--- config.mk ---
export PLATFORM = sky130hd
export DESIGN_NAME = tref_counter
export DESIGN_NICKNAME = d
export VERILOG_FILES = /design/src/rtl/tref_pkg.sv /design/src/rtl/tref_rate_div.sv /design/src/rtl/tref_pin_edge.sv /design/src/rtl/tref_count_core.sv /design/src/rtl/tref_counter.sv
export SDC_FILE = /design/constraint.sdc
export NUM_CORES = 1
export LEC_CHECK = 0
export BUFFER_PORTS_ARGS = -buffer_cell sky130_fd_sc_hd__buf_4
export CORE_MARGIN = 8
export CORE_UTILIZATION = 60
export DETAILED_ROUTE_END_ITERATION = 10
export PLACE_DENSITY = 0.88
export SLEW_MARGIN = 5
export SYNTH_ARGS = -nofsm -noshare
export SYNTH_HDL_FRONTEND = slang
export SYNTH_SLANG_ARGS = --single-unit
--- constraint.sdc ---
create_clock -name clk -period 4.53 [get_ports clk]
set_input_delay 0.906 -clock clk [delete_from_list [all_inputs] [get_ports clk]]
set_output_delay 0.906 -clock clk [all_outputs]
set_load 0.02 [all_outputs]
--- src/rtl/tref_pkg.sv ---
`timescale 1ns/1ps
package tref_pkg;

  typedef enum logic [2:0] {
    SRC_HOST    = 3'd0,
    SRC_CODED   = 3'd1,
    SRC_DIVIDER = 3'd2,
    SRC_PIN     = 3'd3,
    SRC_BAD     = 3'd4
  } tref_src_e;

  // Host mode when the top select bit is clear; the rest are decoded fully.
  function automatic tref_src_e decode_src(input logic [2:0] code);
    tref_src_e res;
    if (!code[2]) begin
      res = SRC_HOST;
    end else begin
      case (code[1:0])
        2'b00:   res = SRC_CODED;
        2'b01:   res = SRC_DIVIDER;
        2'b10:   res = SRC_PIN;
        default: res = SRC_BAD;
      endcase
    end
    return res;
  endfunction

endpackage

--- src/rtl/tref_rate_div.sv ---
`timescale 1ns/1ps
module tref_rate_div #(
  parameter int unsigned CLK_HZ   = 27_000_000,
  parameter int unsigned RATE_NUM = 30000,
  parameter int unsigned RATE_DEN = 1001
) (
  input  logic clk,
  input  logic rst_n,
  input  logic run,
  output logic tick
);
  localparam logic [63:0] THR64 = 64'(CLK_HZ) * 64'(RATE_DEN);
  localparam int ACC_W = $clog2(THR64) + 1;
  localparam logic [ACC_W-1:0] THR = ACC_W'(THR64);
  localparam logic [ACC_W-1:0] INC = ACC_W'(RATE_NUM);

  logic [ACC_W-1:0] acc_q;
  logic [ACC_W:0]   sum;

  always_comb begin
    sum  = {1'b0, acc_q} + {1'b0, INC};
    tick = run && (sum >= {1'b0, THR});
  end

  always_ff @(posedge clk) begin
    if (!rst_n || !run) begin
      acc_q <= '0;
    end else if (tick) begin
      acc_q <= ACC_W'(sum - {1'b0, THR});
    end else begin
      acc_q <= ACC_W'(sum);
    end
  end
endmodule

--- src/rtl/tref_pin_edge.sv ---
`timescale 1ns/1ps
module tref_pin_edge #(
  parameter int SYNC_STAGES = 2
) (
  input  logic clk,
  input  logic rst_n,
  input  logic pin,
  output logic rise
);
  localparam int SH_W = SYNC_STAGES + 1;

  logic [SH_W-1:0] sh_q;

  generate
    for (genvar g = 0; g < SH_W; g++) begin : g_stage
      always_ff @(posedge clk) begin
        if (!rst_n) begin
          sh_q[g] <= 1'b0;
        end else if (g == 0) begin
          sh_q[g] <= pin;
        end else begin
          sh_q[g] <= sh_q[(g == 0) ? 0 : g-1];
        end
      end
    end
  endgenerate

  assign rise = sh_q[SYNC_STAGES-1] & ~sh_q[SYNC_STAGES];
endmodule

--- src/rtl/tref_count_core.sv ---
`timescale 1ns/1ps
module tref_count_core
  import tref_pkg::*;
#(
  parameter int TR_W = 5
) (
  input  logic            clk,
  input  logic            rst_n,
  input  tref_src_e       src,
  input  logic [TR_W-1:0] host_val,
  input  logic            step,
  input  logic            pic_start,
  output logic [TR_W-1:0] count,
  output logic [TR_W-1:0] hdr,
  output logic            err
);
  logic [TR_W-1:0] count_d;

  always_comb begin
    count_d = count;
    unique case (src)
      SRC_HOST: count_d = host_val;
      SRC_BAD:  count_d = count;
      default:  if (step) count_d = count + 1'b1;
    endcase
  end

  always_ff @(posedge clk) begin
    if (!rst_n) begin
      count <= '0;
      hdr   <= '0;
      err   <= 1'b0;
    end else begin
      count <= count_d;
      err   <= (src == SRC_BAD);
      if (pic_start) hdr <= count;
    end
  end
endmodule

--- src/rtl/tref_counter.sv ---
`timescale 1ns/1ps
module tref_counter
  import tref_pkg::*;
#(
  parameter int          TR_W        = 5,
  parameter int unsigned CLK_HZ      = 27_000_000,
  parameter int unsigned RATE_NUM    = 30000,
  parameter int unsigned RATE_DEN    = 1001,
  parameter int          SYNC_STAGES = 2
) (
  input  logic            clk,
  input  logic            rst_n,
  input  logic [2:0]      src_sel,
  input  logic [TR_W-1:0] host_tr,
  input  logic            frame_coded,
  input  logic            fs_pin,
  input  logic            pic_start,
  output logic [TR_W-1:0] tr_count,
  output logic [TR_W-1:0] tr_hdr,
  output logic            src_err
);
  tref_src_e src;
  logic      div_tick;
  logic      pin_rise;
  logic      step;

  assign src = decode_src(src_sel);

  tref_rate_div #(
    .CLK_HZ  (CLK_HZ),
    .RATE_NUM(RATE_NUM),
    .RATE_DEN(RATE_DEN)
  ) u_div (
    .clk  (clk),
    .rst_n(rst_n),
    .run  (src == SRC_DIVIDER),
    .tick (div_tick)
  );

  tref_pin_edge #(
    .SYNC_STAGES(SYNC_STAGES)
  ) u_pin (
    .clk  (clk),
    .rst_n(rst_n),
    .pin  (fs_pin),
    .rise (pin_rise)
  );

  always_comb begin
    case (src)
      SRC_CODED:   step = frame_coded;
      SRC_DIVIDER: step = div_tick;
      SRC_PIN:     step = pin_rise;
      default:     step = 1'b0;
    endcase
  end

  tref_count_core #(
    .TR_W(TR_W)
  ) u_core (
    .clk      (clk),
    .rst_n    (rst_n),
    .src      (src),
    .host_val (host_tr),
    .step     (step),
    .pic_start(pic_start),
    .count    (tr_count),
    .hdr      (tr_hdr),
    .err      (src_err)
  );
endmodule

# --- Yosys cells after proc, flatten, opt, wreduce, memory -nomap -nowiden ---
# Index checks and enable logic that the tools add are counted.
word_totals:
  reg_bits: 50
  input_bits: 13
  out_inout_bits: 11
  word_cells: 34
op_classes:
  addsub: 3
  order_cmp: 1
  n_eq_ne: 6
  muxes: 6
  bitwise_logic: 3
  reduce_logical: 8
op_table:
  columns: ["op", "n"]
  rows:
  - ["36-bit by 15-bit adder with 37-bit output, second input constant", 1]
  - ["37-bit by 35-bit greater-or-equal comparator with 1-bit output, second input constant", 1]
  - ["36-bit two-way mux", 1]
  - ["36-bit by 35-bit subtractor with 36-bit output, second input constant", 1]
  - ["5-bit case mux with 2 select lines", 1]
  - ["3-bit case mux with 3 select lines", 1]
  - ["3-bit by 2-bit == test with 1-bit output, second input constant", 2]
  - ["5-bit by 1-bit adder with 5-bit output, second input constant", 1]
  - ["5-bit two-way mux", 1]
  - ["3-bit by 1-bit == test with 1-bit output, second input constant", 1]
  - ["3-bit == test, second input constant", 1]
  - ["3-bit zero test", 1]
  - ["3-bit two-way mux", 1]
  - ["1-bit case mux with 3 select lines", 1]
  - ["2-bit by 1-bit == test with 1-bit output, second input constant", 1]
  - ["2-bit == test, second input constant", 1]
  - ["1-bit zero test", 2]
  - ["2-bit zero test", 1]
  - ["1-bit NOT", 2]
  - ["2-bit AND reduction", 1]
  - ["2-bit nonzero test", 1]
  - ["1-bit AND", 1]
  - ["1-bit logical AND", 1]
  - ["1-bit logical OR", 1]

# --- Depth between registers and ports, before layout ---
# Gate-level depths: netlist (run 1).
logic_depth:
  depth_word: 8
  ltp_mapped: 16
  mapped_depth_nobuf: 13

# --- By module ---
# From an unflattened synthesis (run 1), not the netlist that was laid out.
unflattened:
  hier_cells: 497
  area_unflattened_um2: 3968.8
by_module_without_submodules:
  columns: ["module", "instances", "cells_each", "area_per_inst_um2"]
  rows:
  - ["tref_rate_div", 1, 422, 3279.4]
  - ["tref_count_core", 1, 51, 484.2]
  - ["tref_counter", 1, 17, 112.6]
  - ["tref_pin_edge", 1, 7, 92.6]

# --- Worst setup path after synthesis (run 1) ---
# OpenSTA, ideal clock, no wires.
synth_path:
  kind: "reg2reg"
  from: "register u_div.acc_q[4]"
  to: "register u_core.count[0]"
  setup_time_ns: 0.074
  arrival_time_ns: 3.677
  required_time_ns: 4.456
  slack_ns: 0.779
  stages_incl_launch_ff: 15
  n_path_buf: 2
  period_less_slack_ns: 3.751
  path_cell_list: "dfxtp_1 -> inv_1 -> ha_1 -> and3b_1 -> clkbuf_1 -> o21a_1 -> buf_2 -> o2111a_1 -> xor2_1 -> nand2_1 -> or4_4 -> or4_1 -> and3_1 -> or4_1 -> a31oi_1"
synth_between:
  elab_chain_len: 6
synth_rtl:
  columns: ["item", "line_no", "source"]
  rows:
  - ["from (decl)", "tref_rate_div.sv:17", "logic [ACC_W-1:0] acc_q;"]
  - ["from (signal assigned)", "tref_rate_div.sv:29", "acc_q <= ACC_W'(sum - {1'b0, THR});"]
  - ["from (signal assigned)", "tref_rate_div.sv:31", "acc_q <= ACC_W'(sum);"]
  - ["36-bit by 15-bit adder with 37-bit output", "tref_rate_div.sv:21", "sum = {1'b0, acc_q} + {1'b0, INC};"]
  - ["named net u_div.sum[4]", "tref_rate_div.sv:18", "logic [ACC_W:0] sum;"]
  - ["37-bit by 35-bit greater-or-equal comparator with 1-bit output", "tref_rate_div.sv:22", "tick = run && (sum >= {1'b0, THR});"]
  - ["1-bit logical AND", "tref_rate_div.sv:22", null]
  - ["1-bit case mux with 3 select lines", "tref_counter.sv:50", "case (src)"]
  - ["2-bit nonzero test (no source line)", null, null]
  - ["2-bit AND reduction (no source line)", null, null]
  - ["to (signal assigned)", "tref_count_core.sv:34", "count <= count_d;"]
  - ["to (decl)", "tref_count_core.sv:13", "output logic [TR_W-1:0] count,"]
# The timed path passes the listed nets, and every way through them passes these cells.
# A chain may end at the register's enable or synchronous reset.

# --- Worst setup path after layout (run 1) ---
layout_path:
  from: "register u_div.acc_q[4]"
  to: "register u_div.acc_q[24]"
layout_between:
  elab_chain_len: 4
  word_cells_on_any_way: 5
layout_rtl:
  columns: ["item", "line_no", "source"]
  rows:
  - ["36-bit by 15-bit adder with 37-bit output *", "tref_rate_div.sv:21", null]
  - ["named net u_div.sum[4]", "tref_rate_div.sv:18", null]
  - ["37-bit by 35-bit greater-or-equal comparator with 1-bit output", "tref_rate_div.sv:22", null]
  - ["1-bit logical AND", "tref_rate_div.sv:22", null]
  - ["36-bit two-way mux *", "tref_rate_div.sv:28", "end else if (tick) begin"]
# The timed path passes the listed nets; every way through them passes the cells marked *.

==> impl_metrics.json, run 1 <==
{
  "status": "finished clean",
  "vias": 3624,
  "ys.flop_type": "dfxtp_1",
  "grt_use_met2": 0.366,
  "cts_made_buffers": 5,
  "ys_seq_area_frac": 0.260,
  "synth_top_area_frac": 0.260,
  "cts_num_sinks": 46,
  "timing.final.crit_share": 0.922,
  "cts_tree": "yes",
  "cp-start-kind": "flip-flop",
  "dr.pass1.iters": 5,
  "ys_warn_count": 0,
  "ant_nets": 0,
  "routabilityCongestion": 0.950,
  "worstRegToRegCells": 13,
  "die_w_um": 92.8,
  "hold_viol_final": 0,
  "grt_max_degree": 21,
  "ys_seq_elements": 46,
  "tns_ns": 0,
  "core-area_um2": 5820,
  "required_ns": 4.69,
  "fin_nets": 481,
  "start_util": 0.608,
  "antenna_cells": 0,
  "clkTransAtPathRegs_ns": 0.09,
  "end_kind": "flip-flop",
  "leakagePower_uw": 0.00135,
  "numPortBuffers": 23,
  "setup_viol": 0,
  "cts_max_path_buffers": 2,
  "synthToLayoutAreaGrowth_pct": 9.38,
  "hold_path.class": "flip-flop to flip-flop",
  "ir_drop_mv": 0.129,
  "grt_pass1_vias": 3429,
  "synth-edff-count": 0,
  "r2r_start": "u_div.acc_q[4]",
  "multi_input_comb_area_um2": 2480,
  "track_usage": 0.219,
  "gr-total-overflow": 0,
  "synthCells": 455,
  "cts_root_buf": "clkbuf_8",
  "rows": 28,
  "nFillCells": 497,
  "top_usage_layer": "met2",
  "wl_um": 9320,
  "yosysTopAreaCell": "dfxtp_1",
  "cap_violations": 0,
  "grt_pass1_wl_um": 15900,
  "htree_levels": 2,
  "synth_fp_nets": 475,
  "viasPerCell": 6.75,
  "hp-start": "u_pin.sh_q[0]",
  "antenna_found_initial": 0,
  "netlist-cell-type-count": 60,
  "clock_skew_ns": 0.00943,
  "use_met1": 0.274,
  "cp_max_fo": 14,
  "die_height_um": 92.8,
  "min_period_ns": 4.18,
  "drt_iter0_drc": 268,
  "synth.top_cells.by_area": "dfxtp_1 26%, xnor2_1 4.5%, mux2i_1 4.0%",
  "crit_path_start": "u_div.acc_q[4]",
  "synth.avg_cell_area_um2": 7.77,
  "worstPathArrival_ns": 4.34,
  "synth_area_um2": 3540,
  "drive_gt1_frac": 0.123,
  "critPathKind": "flip-flop to flip-flop",
  "wl_per_cell_um": 17.4,
  "hold_depth": 1,
  "max_freq_ghz": 0.240,
  "hold_buffers": 0,
  "drv_slew": 0,
  "power_density_nw_per_um2": 211,
  "dp.cells": 529,
  "clock_latency_ns": 0.31,
  "synthArstFlopShare": 0,
  "ios": 24,
  "grt_use_met3": 0.0405,
  "seq_area_um2": 921,
  "dp_hpwl_um": 6950,
  "die-area_um2": 8610,
  "slew_headroom": 0.311,
  "rsz0062_at_grt": "false",
  "drc": 0,
  "worstMarginPinSlew_ns": 1.02,
  "final_cells": 537
}
## critical path: stages (launching register included)
cell	delay, ns
dfxtp_1	0.42
inv_1	0.06
ha_1	0.27
and3b_1	0.35
o21a_1	0.36
o2111a_1	0.28
xor2_1	0.33
nand2_1	0.09
or4_4	0.47
nor4_2	0.45
or3_1	0.43
buf_4	0.27
and4_1	0.20
nor3_1	0.05
## kinds of logic after synthesis
family,count (synthesis),share of synthesized area
simple gates,186,0.301
compound gates,128,0.247
flops,46,0.260
buf+inv,43,0.0495
xor+xnor,30,0.0743
mux,15,0.0428
fa+ha+maj,7,0.0248
## power breakdown
part	switching (uW)	internal (uW)
Clock	145	126
Combinational	72.0	48.3
Sequential	12.0	413
Total	229	588
## final cells by class
cell class                      instances  share of cell area
Tap cell                               75              0.0243
Inverter                               14              0.0136
Timing Repair Buffer                   28              0.0576
Sequential cell                        46               0.238
Multi-Input combinational cell        366               0.642
Clock inverter                          1             0.00226
Clock buffer                            7              0.0223
## through the flow
stage          cell area [um2]  hold WS, ns   util  setup slack (ns)  power (uW)
4_1_cts                   3840        0.444  0.661             0.356         821
3_3_place_gp              3750        0.413  0.645             0.575         549
5_1_grt                   3870        0.461  0.665            0.0167         851
3_5_place_dp              3750        0.422  0.645             0.393         553
6_report                  3870        0.439  0.665             0.355         817
2_1_floorplan             3540        0.412      -             0.779         515
## state kept, by name (all words and copies together), names as in the netlist
signal,cells
u_pin.sh_q,3
u_core.count,5
u_core.err,1
u_div.acc_q,32
u_core.hdr,5
## cells in the mapped netlist, drive strengths merged (4+ instances only)
cell and instances:
dfxtp 46, nor2 30, nand2 26, o21ai 24, a21oi 22, nor3 22, clkbuf 20, xnor2 18
a31oi 16, inv 14, mux2i 14, nand2b 14, nand4 13, xor2 12, nand3 11, o211ai 11
or4 11, nor3b 10, nor4 10, buf 9, o31ai 9, ha 7, o21a 7, or3 7
and3 6, and4 6, or2 6, a211oi 5, and2 5, a21o 4, o31a 4
## repair_timing
| action | CTS | global route |
|---|---|---|
| setup buffers | 0 | 0 |
| setup endpoints to repair | 0 | 10 |
| gates resized for setup | 0 | 4 |
## cells in the final DEF, fill, tap and decap left out, types with 11 or more instances in the layout
| master | synthesis | layout |
|---|---|---|
| a21oi_1 | 22 | 22 |
| a31oi_1 | 16 | 16 |
| buf_4 | 1 | 27 |
| dfxtp_1 | 46 | 46 |
| inv_1 | 14 | 14 |
| mux2i_1 | 14 | 14 |
| nand2_1 | 26 | 26 |
| nand2b_1 | 14 | 14 |
| nand3_1 | 11 | 11 |
| nand4_1 | 12 | 12 |
| nor2_1 | 30 | 30 |
| nor3_1 | 21 | 20 |
| o211ai_1 | 11 | 11 |
| o21ai_0 | 20 | 20 |
| xnor2_1 | 18 | 18 |
| xor2_1 | 12 | 12 |
## final timing paths
kind,endpoint,slack (ns)
worst max-delay path,u_div.acc_q[24],0.35
worst min-delay path,u_pin.sh_q[1],0.44
worst max register to register,u_div.acc_q[24],0.35
worst min register to register,u_pin.sh_q[1],0.44
## layer usage
layer	part of all wire	wire, um
met1	0.42	3940
met4	0.023	210
met2	0.48	4450
met5	0	0
met3	0.077	721
Power figures use the tool's default switching activity.
==> run 2, diff against run 1 <==
--- a/config.mk
+++ b/config.mk
@@ -5,11 +5,11 @@
 export SDC_FILE = /design/constraint.sdc
 export NUM_CORES = 1
 export LEC_CHECK = 0
-export BUFFER_PORTS_ARGS = -buffer_cell sky130_fd_sc_hd__buf_4
 export CORE_MARGIN = 8
 export CORE_UTILIZATION = 60
 export DETAILED_ROUTE_END_ITERATION = 10
-export PLACE_DENSITY = 0.88
+export DONT_BUFFER_PORTS = 1
+export PLACE_DENSITY = 0.85
 export SLEW_MARGIN = 5
 export SYNTH_ARGS = -nofsm -noshare
 export SYNTH_HDL_FRONTEND = slang
==> impl_metrics.json, run 2 (synthesis results as in run 1) <==
{
  "status": "finished clean",
  "power_density_nw_per_um2": 226,
  "die_w_um": 92.8,
  "cts_tree": "yes",
  "ios": 24,
  "hold_depth": 1,
  "required_ns": 4.78,
  "worstPathArrival_ns": 4.53,
  "cp_max_fo": 17,
  "r2r_start": "u_div.acc_q[4]",
  "cap_violations": 0,
  "nFillCells": 495,
  "rows": 28,
  "largest_reg_flops": 32,
  "worstMarginPinSlew_ns": 0.974,
  "synthToLayoutAreaGrowth_pct": 5.31,
  "ant_nets": 0,
  "routabilityCongestion": 0.968,
  "largest_registers": "u_div.acc_q: 32 flops, u_core.count: 5 flops, u_core.hdr: 5 flops",
  "cts_max_path_buffers": 2,
  "layout_commonest_cell": "dfxtp_1",
  "clock_skew_ns": 0.00943,
  "hold_path_end": "u_pin.sh_q[1]",
  "tns_ns": 0,
  "track_usage": 0.210,
  "die_height_um": 92.8,
  "gr-total-overflow": 0,
  "regMostFlops": "u_div.acc_q",
  "drive_gt1_frac": 0.0816,
  "fin_nets": 460,
  "dp_hpwl_um": 6830,
  "core-area_um2": 5820,
  "wl_um": 9370,
  "leakagePower_uw": 0.00125,
  "reg2reg_slack_ns": 0.25,
  "grt_max_degree": 22,
  "cp-start-kind": "flip-flop",
  "final_cell_mix": "46 x dfxtp_1, 30 x nor2_1, 26 x nand2_1, 22 x a21oi_1",
  "grt_pass1_wl_um": 15000,
  "reg2reg_to": "u_div.acc_q[30]",
  "wl_per_cell_um": 18.2,
  "max_freq_ghz": 0.234,
  "cts_num_sinks": 46,
  "dr.pass1.iters": 6,
  "worstRegToRegCells": 13,
  "ctsResizeCount": 0,
  "antenna_found_initial": 0,
  "die-area_um2": 8610,
  "viasPerCell": 6.97,
  "start_util": 0.608,
  "timing.final.crit_share": 0.944,
  "htree_levels": 2,
  "ir_drop_mv": 0.128,
  "hold_buffers": 0,
  "hold_viol_final": 0,
  "cts_root_buf": "clkbuf_8",
  "clkTransAtPathRegs_ns": 0.09,
  "hold_path.class": "flip-flop to flip-flop",
  "grt_pass1_vias": 3175,
  "setup_viol": 0,
  "drv_slew": 0,
  "hp-start": "u_pin.sh_q[0]",
  "clock_latency_ns": 0.31,
  "slew_headroom": 0.343,
  "drc": 0,
  "critPathKind": "flip-flop to flip-flop",
  "drt_iter0_drc": 458,
  "p_total_uw": 840,
  "antenna_cells": 0,
  "numPortBuffers": 0,
  "cts_setup_buffers": 0,
  "cts_made_buffers": 5,
  "vias": 3594,
  "end_kind": "flip-flop",
  "min_period_ns": 4.28
}
run 2: cell types whose count changed in the layout (fill, tap and decap cells not counted):
cell / delta
a211oi_1: +1
a211oi_2: -1
inv_6: -1
clkinvlp_4: +2
clkbuf_1: -1
buf_4: -21
clkbuf_8: -1
bufinv_16: +1
run 2: metrics by stage:
| stage | hold WS [ns] | instances | cell area (um2) | setup slack (ns) | utilization |
|---|---|---|---|---|---|
| 2_1_floorplan | 0.412 | 455 | 3540 | 0.779 | - |
| 3_3_place_gp | 0.417 | 508 | 3590 | 0.576 | 0.617 |
| 3_5_place_dp | 0.429 | 508 | 3590 | 0.287 | 0.617 |
| 4_1_cts | 0.459 | 516 | 3700 | 0.233 | 0.637 |
| 5_1_grt | 0.473 | 516 | 3720 | -0.0259 | 0.640 |
| 6_report | 0.461 | 516 | 3720 | 0.252 | 0.640 |
run 2: how the worst max path moves through the flow:
stage                              start         endpoint  slack [ns]  cells past startpoint
final                     u_div.acc_q[4]  u_div.acc_q[30]        0.25                     13
after global routing      u_div.acc_q[4]  u_div.acc_q[34]       -0.03                     13
after CTS                 u_div.acc_q[4]  u_div.acc_q[21]        0.23                     13
after detailed placement  u_div.acc_q[4]  u_div.acc_q[21]        0.29                     13
after global placement    u_div.acc_q[4]  u_core.count[0]        0.58                     12
after floorplan           u_div.acc_q[4]  u_core.count[0]        0.78                     14
run 2: report_power, final:
group / internal, uW / switching, uW / leakage, uW
Sequential: 413 / 20.3 / 0.000373
Combinational: 35.5 / 57.7 / 0.000822
Clock: 164 / 149 / 0.0000504
Total: 613 / 227 / 0.00125
run 2: layout make-up:
type / instances / area (um2) / area share
Clock buffer: 5 / 68.8 / 0.0185
Clock inverter: 3 / 45.0 / 0.0121
Inverter: 14 / 52.6 / 0.0141
Multi-Input combinational cell: 366 / 2480 / 0.665
Sequential cell: 46 / 921 / 0.247
Tap cell: 75 / 93.8 / 0.0252
Timing Repair Buffer: 7 / 65.1 / 0.0175
run 2: worst max-delay path, cell delays in order, from the launching register on:
cell and delay, ns:
dfxtp_1 0.43, inv_1 0.07, ha_1 0.27, and3b_1 0.33, o21a_1 0.39, o21ai_0 0.18, xor2_1 0.24, o41ai_1 0.51
a31oi_1 0.29, a211oi_1 0.51, nor3_4 0.18, buf_12 0.20, or4_1 0.47, a21oi_1 0.14
run 2: metal layers:
layer  vias to the layer above  global-route usage  wire length (um)
met4                         0              0.0738               193
li1                       1696                   -                 -
met2                       208               0.344              4410
met5                         -                   0                 0
met3                        22              0.0437               875
met1                      1668               0.264              3890
==> run 3, diff against run 2 <==
--- a/config.mk
+++ b/config.mk
@@ -6,10 +6,10 @@
 export NUM_CORES = 1
 export LEC_CHECK = 0
 export CORE_MARGIN = 8
-export CORE_UTILIZATION = 60
+export CORE_UTILIZATION = 64
 export DETAILED_ROUTE_END_ITERATION = 10
 export DONT_BUFFER_PORTS = 1
-export PLACE_DENSITY = 0.85
+export PLACE_DENSITY = 0.89
 export SLEW_MARGIN = 5
 export SYNTH_ARGS = -nofsm -noshare
 export SYNTH_HDL_FRONTEND = slang
==> impl_metrics.json, run 3 (synthesis results as in run 1) <==
{
  "core-area_um2": 5410,
  "fin_nets": 461,
  "required_ns": 4.78,
  "cts_max_path_buffers": 2,
  "final_cell_mix": "46 x dfxtp_1, 30 x nor2_1, 26 x nand2_1, 22 x a21oi_1",
  "vias": 3529,
  "ant_nets": 0,
  "htree_levels": 2,
  "gr-total-overflow": 0,
  "timing.final.crit_share": 0.944,
  "synthToLayoutAreaGrowth_pct": 4.07,
  "clkTransAtPathRegs_ns": 0.09,
  "ios": 24,
  "cp_slowest_cell": "o41ai_1",
  "hold_viol_final": 0,
  "path_cells": "inv_1 > ha_1 > and3b_1 > o21a_1 > o21ai_0 > xor2_1 > o41ai_1 > a31oi_1 > a211oi_1 > nor3_2 > buf_4 > or4_1 > a21oi_1",
  "antenna_found_initial": 0,
  "status": "finished clean",
  "layout_commonest_cell": "dfxtp_1",
  "final_util": 0.681,
  "cts_root_buf": "clkbuf_8",
  "dp_hpwl_um": 6700,
  "hold_path.class": "flip-flop to flip-flop",
  "cts_made_buffers": 5,
  "slew_headroom": 0.445,
  "die-area_um2": 8160,
  "ctsResizeCount": 0,
  "max_freq_ghz": 0.234,
  "cap_violations": 0,
  "wl_per_cell_um": 17.5,
  "critPathKind": "flip-flop to flip-flop",
  "cts_tree": "yes",
  "ir_drop_mv": 0.125,
  "nFillCells": 462,
  "worstPathArrival_ns": 4.52,
  "hold_buffers": 0,
  "place_ws_ns": 0.432,
  "clock_skew_ns": 0.0136,
  "cp_slowest_stage_delay_ns": 0.56,
  "die_w_um": 90.3,
  "largest_reg_flops": 32,
  "start_util": 0.654,
  "tns_ns": 0,
  "largest_registers": "u_div.acc_q: 32 flops, u_core.count: 5 flops, u_core.hdr: 5 flops",
  "track_usage": 0.213,
  "rows": 27,
  "end_kind": "flip-flop",
  "grt_pass1_wl_um": 14800,
  "cp-start-kind": "flip-flop",
  "drive_gt1_frac": 0.0769,
  "clock_latency_ns": 0.31,
  "worstMarginPinSlew_ns": 0.828,
  "grt_max_degree": 22,
  "numPortBuffers": 0,
  "routabilityCongestion": 1.01,
  "regMostFlops": "u_div.acc_q",
  "drc": 0,
  "drv_slew": 0,
  "cp_max_fo": 14,
  "antenna_cells": 0,
  "leakagePower_uw": 0.00124,
  "power_density_nw_per_um2": 219,
  "min_period_ns": 4.28,
  "cts_num_sinks": 46,
  "grt_pass1_vias": 3226,
  "final.setup.worst_slack_ns": 0.254,
  "wl_um": 8970,
  "drt_iter0_drc": 291,
  "viasPerCell": 6.87,
  "dr.pass1.iters": 6,
  "cts_setup_buffers": 0,
  "die_height_um": 90.3,
  "rsz0062_at_grt": "true",
  "p_total_uw": 808,
  "setup_viol": 0
}
[run 3: changes by cell type in the layout (fill, tap and decap cells not counted), sizes merged]
cell      delta
clkinvlp     -2
buf          +1
bufinv       -1
clkinv       +1
clkbuf       +2
[run 3: layer usage]
metal / vias up / global-route usage / wire length (um)
li1: 1695 / - / -
met1: 1647 / 0.263 / 3950
met2: 153 / 0.350 / 4180
met3: 34 / 0.0449 / 573
met4: 0 / 0.0915 / 271
met5: - / 0 / 0
[run 3: worst max-delay path: cells and delay by family (launching register included)]
family,cells,cell delay (ns)
XOR/XNOR,1,0.23
buffers and inverters,2,0.29
flip-flops,1,0.42
adder cells (fa/ha/maj),1,0.28
AO/OA/AOI/OAI,6,1.98
AND/OR/NAND/NOR,3,0.99
[run 3: area by class of cell]
cell class,count,area (um2),share of cell area
clock buffers,7,96.3,0.0262
clock inverters,1,8.76,0.00238
inverters,14,52.6,0.0143
multi-input cells,366,2450,0.666
flip-flops and latches,46,921,0.250
well taps,72,90.1,0.0245
repair buffers,8,60.1,0.0163
[run 3: path summary, 6_finish.rpt]
path | cells after the start | endpoint | slack, ns | start
worst max-delay path | 13 | u_div.acc_q[10] | 0.25 | u_div.acc_q[4]
worst min-delay path | 1 | u_pin.sh_q[1] | 0.44 | u_pin.sh_q[0]
worst max register to register | 13 | u_div.acc_q[10] | 0.25 | u_div.acc_q[4]
worst min register to register | 1 | u_pin.sh_q[1] | 0.44 | u_pin.sh_q[0]
[run 3: per-stage QoR]
step / area (um2) / hold slack [ns] / std cells
floorplan: 3540 / 0.412 / 455
global placement: 3570 / 0.414 / 506
detailed placement: 3570 / 0.420 / 506
CTS: 3680 / 0.444 / 514
global route: 3680 / 0.452 / 514
finish: 3680 / 0.440 / 514
[run 3: report_power, final]
group | switching (uW) | internal [uW]
Combinational | 56.5 | 35.6
Sequential | 20.4 | 413
Clock | 142 | 140
Total | 219 | 589
